<file path="config.mk">
export PLATFORM = sky130hd
export DESIGN_NAME = atten_ctrl_frontend
export DESIGN_NICKNAME = d
export VERILOG_FILES = /design/src/rtl/atten_pkg.sv /design/src/rtl/atten_sync.sv /design/src/rtl/atten_shreg.sv /design/src/rtl/atten_latch.sv /design/src/rtl/atten_ctrl_frontend.sv
export SDC_FILE = /design/constraint.sdc
export NUM_CORES = 1
export LEC_CHECK = 0
export BUFFER_PORTS_ARGS = -buffer_cell sky130_fd_sc_hd__clkbuf_2
export CAP_MARGIN = 20
export CELL_PAD_IN_SITES_DETAIL_PLACEMENT = 0
export CELL_PAD_IN_SITES_GLOBAL_PLACEMENT = 1
export CORE_MARGIN = 1.5
export CORE_UTILIZATION = 42
export CTS_CLUSTER_DIAMETER = 150
export DETAILED_ROUTE_END_ITERATION = 10
export PLACE_DENSITY_LB_ADDON = 0.1
export SETUP_SLACK_MARGIN = 0.02
export SLEW_MARGIN = 5
export SYNTH_ARGS = -nofsm -noshare
export SYNTH_HDL_FRONTEND = slang
export SYNTH_SLANG_ARGS = --single-unit
</file>
<file path="constraint.sdc">
create_clock -name clk -period 1.8 [get_ports clk]
set_clock_uncertainty 0.15 [all_clocks]
set_input_delay 0 -clock clk [delete_from_list [all_inputs] [get_ports clk]]
set_output_delay 0 -clock clk [all_outputs]
set_load 0.005 [all_outputs]
</file>
<file path="src/rtl/atten_pkg.sv">
package atten_pkg;
  localparam int CODE_W = 6;

  // default for the parallel, latch-closed power-up case
  function automatic logic [CODE_W-1:0] preset_code(input logic [1:0] sel);
    logic [CODE_W-1:0] v;
    case (sel)
      2'b00:   v = '0;
      2'b01:   v = (CODE_W)'(1) << (CODE_W - 2);
      2'b10:   v = (CODE_W)'(1) << (CODE_W - 1);
      default: v = '1;
    endcase
    return v;
  endfunction
endpackage

</file>
<file path="src/rtl/atten_sync.sv">
module atten_sync #(
  parameter int W      = 1,
  parameter int STAGES = 2
) (
  input  logic         clk,
  input  logic [W-1:0] d_i,
  output logic [W-1:0] q_o
);
  logic [W-1:0] stg [STAGES];

  always_ff @(posedge clk) stg[0] <= d_i;

  for (genvar i = 1; i < STAGES; i++) begin : g_stage
    always_ff @(posedge clk) stg[i] <= stg[i-1];
  end

  assign q_o = stg[STAGES-1];
endmodule

</file>
<file path="src/rtl/atten_shreg.sv">
module atten_shreg #(
  parameter int CODE_W = atten_pkg::CODE_W
) (
  input  logic              clk,
  input  logic              rst,
  input  logic              init_i,
  input  logic [CODE_W-1:0] init_val_i,
  input  logic              sclk_i,
  input  logic              sdata_i,
  output logic [CODE_W-1:0] shreg_o
);
  logic              sclk_prev;
  logic [CODE_W-1:0] sr_q;
  logic              rise;

  assign rise = sclk_i & ~sclk_prev;

  always_ff @(posedge clk) begin
    sclk_prev <= sclk_i;
    if (rst) begin
      sr_q <= '0;
    end else if (init_i) begin
      sr_q <= init_val_i;
    end else if (rise) begin
      sr_q <= {sr_q[CODE_W-2:0], sdata_i};
    end
  end

  assign shreg_o = sr_q;
endmodule

</file>
<file path="src/rtl/atten_latch.sv">
module atten_latch #(
  parameter int CODE_W = atten_pkg::CODE_W
) (
  input  logic              clk,
  input  logic              rst,
  input  logic              init_i,
  input  logic [CODE_W-1:0] init_val_i,
  input  logic              sel_i,
  input  logic              le_i,
  input  logic [CODE_W-1:0] par_i,
  input  logic [CODE_W-1:0] shreg_i,
  output logic [CODE_W-1:0] code_o
);
  logic              le_prev;
  logic [CODE_W-1:0] code_q;

  always_ff @(posedge clk) begin
    le_prev <= le_i;
    if (rst) begin
      code_q <= '0;
    end else if (init_i) begin
      code_q <= init_val_i;
    end else if (le_i) begin
      code_q <= sel_i ? shreg_i : par_i;
    end else if (le_prev && !sel_i) begin
      code_q <= par_i;
    end
  end

  assign code_o = code_q;
endmodule

</file>
<file path="src/rtl/atten_ctrl_frontend.sv">
module atten_ctrl_frontend #(
  parameter int CODE_W      = atten_pkg::CODE_W,
  parameter int SYNC_STAGES = 2
) (
  input  logic              clk,
  input  logic              rst,
  input  logic              ser_sel_i,
  input  logic              le_i,
  input  logic              sclk_i,
  input  logic              sdata_i,
  input  logic [CODE_W-1:0] par_code_i,
  input  logic [1:0]        preset_i,
  output logic [CODE_W-1:0] code_o
);
  localparam int IN_W = CODE_W + 6;

  logic [IN_W-1:0]   pins_s;
  logic              ser_sel_s, le_s, sclk_s, sdata_s;
  logic [1:0]        pre_s;
  logic [CODE_W-1:0] par_s;
  logic [CODE_W-1:0] shreg_q;
  logic [CODE_W-1:0] init_val;
  logic              init_pend;

  atten_sync #(.W(IN_W), .STAGES(SYNC_STAGES)) u_sync (
    .clk (clk),
    .d_i ({ser_sel_i, le_i, sclk_i, sdata_i, preset_i, par_code_i}),
    .q_o (pins_s)
  );

  assign {ser_sel_s, le_s, sclk_s, sdata_s, pre_s, par_s} = pins_s;

  // one decision cycle right after reset
  always_ff @(posedge clk) begin
    if (rst) init_pend <= 1'b1;
    else     init_pend <= 1'b0;
  end

  assign init_val = (ser_sel_s || le_s) ? par_s : atten_pkg::preset_code(pre_s);

  atten_shreg #(.CODE_W(CODE_W)) u_shreg (
    .clk        (clk),
    .rst        (rst),
    .init_i     (init_pend),
    .init_val_i (init_val),
    .sclk_i     (sclk_s),
    .sdata_i    (sdata_s),
    .shreg_o    (shreg_q)
  );

  atten_latch #(.CODE_W(CODE_W)) u_latch (
    .clk        (clk),
    .rst        (rst),
    .init_i     (init_pend),
    .init_val_i (init_val),
    .sel_i      (ser_sel_s),
    .le_i       (le_s),
    .par_i      (par_s),
    .shreg_i    (shreg_q),
    .code_o     (code_o)
  );
endmodule

</file>
-- Word-level counts from Yosys, hierarchy flattened
Memories as Yosys holds them, arrays and structs flattened.
Cells that the tools add are included.
- reduce and logical (&&, ||, !) cells: 6
- bitwise logic cells: 2
- muxes and demuxes: 9
- equality and inequality tests: 2
- operators with widths (cell ; count):
    2-to-1 mux 6 bit ; 7
    case mux 6 bit (3 select lines) ; 1
    nonzero test 3 bit ; 1
    equality test 2 x 1 -> 1 bit, second input constant ; 1
    equality test 2 bit, second input constant ; 1
    zero test 2 bit ; 1
    nonzero test 2 bit ; 1
    bitwise AND 1 bit ; 1
    logical AND 1 bit ; 1
    zero test 1 bit ; 1
    logical OR 1 bit ; 1
    2-to-1 mux 1 bit ; 1
    NOT 1 bit ; 1
- register bits after elaboration: 15
- input port bits: 14
- output and inout port bits: 6
- memories kept: 1
- memory bits (writable): 24
- memory list (name ; depth ; bits a word ; read ports ; clocked after Yosys merged registers in ; write ports ; line ; source):
    u_sync.stg ; 2 ; 12 ; 2 ; 0 ; 2 ; atten_sync.sv:9 ; logic [W-1:0] stg [STAGES];

-- Longest topological paths before layout
- word-level depth: 5
- gate-level depth with buffers: 5
- mapped depth without buffers: 3

-- Modules after synthesis
From an unflattened synthesis, not the netlist that was laid out.
- cell total of the unflattened synthesis: 122
- area, all modules: 1411.4 µm²
- by module, submodules not included (module ; cells each ; area an instance (µm²) ; seq. area each (µm²) ; instances):
    atten_sync ; 36 ; 570.5 ; 480.5 ; 1
    atten_latch ; 38 ; 377.9 ; 140.1 ; 1
    atten_shreg ; 35 ; 370.4 ; 140.1 ; 1
    atten_ctrl_frontend ; 13 ; 92.6 ; 20.0 ; 1

-- Least setup slack after synthesis
No wires, ideal clock.
- kind: flip-flop to flip-flop
- start: memory u_sync.stg[0][22] in the netlist's numbering
- end: register u_latch.code_q[0] (netlist: u_latch.code_o[0])
- clock period less this slack: 1.365 ns
- setup slack: 0.435 ns
- stages on the path, launching flop included: 5
- data arrival time: 1.096 ns
- setup time: 0.119 ns
- cells stage by stage: dfxtp_1 -> buf_6 -> buf_2 -> o32a_1 -> o221a_1
- RTL lines (what ; line ; source):
    from (decl) ; atten_sync.sv:9 ;
    to (signal assigned) ; atten_latch.sv:22 ; code_q <= init_val_i;
    to (signal assigned) ; atten_latch.sv:24 ; code_q <= sel_i ? shreg_i : par_i;
    to (signal assigned) ; atten_latch.sv:26 ; code_q <= par_i;
    to (decl) ; atten_latch.sv:15 ; logic [CODE_W-1:0] code_q;

==> results.txt <==
Status = finished clean
P_int = 1.142 mW
Netlist Area Pre-Place = 1255 um2
Largest family of logic cells by synthesized area = compound AO/OA/AOI/OAI gates
Antenna Cells = 0
IO Pins = 20
Clk root buf = clkbuf_4
Max Freq = 583.4 MHz
Final GP Congestion = 0.8563
Share of cells above drive strength 1 = 21.58%
Crit path capture type = flop
Post-synthesis async set-or-reset flop share = 0%
Full die area = 3325 um2
Max Slew Vio Count = 0
Sink Count = 39
Critical Path AT = 1.78 ns
Dpl cells = 150
Worst reg2reg setup slack = 0.09 ns
Die Y = 57.66 um
XOR/XNOR share of the synthesized area = 0%
Initial Util = 44.74%
NumNets Final = 153
Top_reg_cell synth = dfxtp_1
CP startpoint kind = flop
Max VDD drop = 0.5594 mV
Clock period minus worst slack = 1.714 ns
Pin count of the biggest net entering global routing = 17
Vias per cell = 5.241
Compound-Gate Fraction of Synth Area = 19.44%
H-tree depth = 2
Final Cycle Share = 95.23%
Finished Layout Cells = 170
Met3 track demand over resource = 4.688%
Pleak = 0.6694 nW
DR pass1 iterations = 4
Sequential cell area fraction in the yosys report = 62.21%
Worst slew pin tran = 0.4163 ns
Clock power frac = 26.8%
DRC violations left = 0
Port bufs = 19
Total CTS buffers = 5
Critical path's top delay family = compound AO/OA/AOI/OAI gates
Number of DRC markers in iteration 0 = 21
Worst Path Class, Setup = flop to flop
CP max FO = 11
Crit path from = u_sync.stg[0][22]$_DFF_P_
Post-synth EDFFs = 0
Clock Latency Late Sink = 0.33 ns
WL per Instance = 12.99 um
CTS tree = yes
Worst Setup EP = u_latch.code_o[3]$_SDFFE_PP0P_
Max-Cap Viols = 0
Combinational share of power = 9.5%
Setup-failing EPs final = 0
Synth-to-Final Area Change = 23.63%
Worst path bufs/invs = 1
M2 GR Usage = 22.24%
Commonest non-fill, non-tap cell in the layout = dfxtp_1
Post-route cell area = 1551 um2
Reg2reg path depth = 4
Post-synthesis simple-gate area fraction = 11.07%
First-pass GRT wire length = 3746 um
Flop pwr share = 63.7%
Placed inst area = 1370 um2
Die width = 57.66 um
Post-Route Setup TNS = 0 ns
Crit path cell chain = buf_4 > or2_1 > a211oi_1 > o31ai_1
Syn Nets = 118
Delay of the slowest cell on the worst path = 0.43 ns
Pwr/cell area = 960.8 nW/um2
GRT Total Usage = 15.58%
Sw Ratio = 23.38%
Num rows = 19
Reg-to-reg critical path endpoint = u_latch.code_o[3]$_SDFFE_PP0P_
Worst-case clock buffer depth = 2
Final wirelength = 2208 um
CP Depth = 4
Via count = 891
Slowest CP cell = a211oi_1
Classification of the worst-slack hold path = input port to flop
Synth unique cells = 34
GRT Residual Overflow = 0
Multiplexer share of the synthesized area = 3.988%
Initial antenna violation count = 0
Yosys warnings = 0
Met1 usage = 20.52%
Net switching power = 0.3485 mW
GRT busiest layer = met2
Vias in the first global route = 844
Max-Slew Margin vs Limit = 72.08%
RSZ-0062 raised after global routing = no
CP required = 1.86 ns
Post-CTS Resized = 0
Yosys reg bits = 39
Detail Placement HPWL = 1542 um
Reg2Reg Launch Point = u_sync.stg[0][22]$_DFF_P_
Syn avg cell area = 12.07 um2
Antenna Nets Post-Route = 0
Core area = 2805 um2
Reg clk slew, reported paths = 0.10 ns
Commonest non-fill, non-tap cells in the layout = dfxtp_1, clkbuf_2, dlygate4sd3_1
Final Hold Fails = 0
Mapped Cells = 104
Post-Synth Adder-Cell Area = 0%
worst min path at each step:
stage / to / cells past startpoint / from
after CTS: u_sync.stg[0][6]$_DFF_P_ / 2 / preset_i[0]
after global placement: u_sync.stg[0][9]$_DFF_P_ / 1 / sclk_i
after floorplan: init_pend$_DFF_P_ / 0 / rst
final: u_sync.stg[0][3]$_DFF_P_ / 2 / par_code_i[3]
after detailed placement: u_sync.stg[0][11]$_DFF_P_ / 1 / ser_sel_i
after global routing: u_sync.stg[0][11]$_DFF_P_ / 2 / ser_sel_i
sequential cells by signal, indices dropped and copies added, names as in the netlist:
name and count:
init_pend 1, u_latch.le_prev 1, u_shreg.shreg_o 6, u_shreg.sclk_prev 1, u_latch.code_o 6, u_sync.stg 24
final cells by class:
class | instances | area (um2)
flip-flops and latches | 39 | 780.7
clock inverters | 2 | 13.76
multi-input cells | 57 | 432.9
clock buffers | 5 | 37.54
well taps | 31 | 38.79
repair buffers | 34 | 240.2
inverters | 2 | 7.507
fillers | 249 | 1254
power groups by stage:
stage | registers (mW) | clock network [mW] | logic [mW]
floorplan | 0.958 | 0 | 0.0825
finish | 0.949 | 0.400 | 0.141
global placement | 0.968 | 0 | 0.120
detailed placement | 0.970 | 0 | 0.119
CTS | 0.950 | 0.424 | 0.141
global route | 0.958 | 0.469 | 0.155
routing by layer:
metal / part of all wire (%) / routed length [um]
met5: 0 / 0
met4: 1.9 / 43
met3: 5.3 / 118
met2: 43 / 951
met1: 50 / 1094
cells by family (layout without fill, tap and decap cells):
kind of cell / after synthesis / in the layout
and+or+nand+nor: 21 / 21
buffers and inverters: 8 / 43
AOI/OAI and AO/OA: 31 / 31
DFF: 39 / 39
muxes: 5 / 5
worst reg2reg max path: cells and delay by family, from the launching register on:
family / cells / cell delay, ns
AOI/OAI and AO/OA: 2 / 0.57
buffers and inverters: 1 / 0.21
DFF: 1 / 0.41
and+or+nand+nor: 1 / 0.27
Yosys cell counts (2+ instances only):
master    number  area share, %
a211oi_1      11            6.6
a31oi_1        3            1.5
and3_1         3            1.5
buf_2          3            1.2
clkbuf_1       2           0.60
dfxtp_1       39             62
inv_1          2           0.60
mux2i_1        5            4.0
nand2_1        2           0.60
nand2b_1       4            2.0
nand4_1        3            1.5
o221a_1        2            1.8
o31ai_1        3            1.8
o32a_1         2            1.6
metrics by stage:
stage / total power, mW / hold slack [ns] / worst slack (ns) / util, %
floorplan: 1.041 / -0.1223 / 0.4349 / -
global placement: 1.088 / -0.04798 / 0.1534 / 48.84
detailed placement: 1.089 / -0.04610 / 0.1287 / 48.84
CTS: 1.515 / 0.1301 / 0.1097 / 55.31
global route: 1.581 / 0.1240 / 0.04110 / 55.31
finish: 1.491 / 0.1486 / 0.08595 / 55.31
timing repair:
| action | 4_1_cts | 5_1_grt |
|---|---|---|
| hold endpoints to repair | 22 | 0 |
| setup buffers | 0 | 0 |
| hold buffers | 13 | 0 |
(Power assumes the default switching activity.)
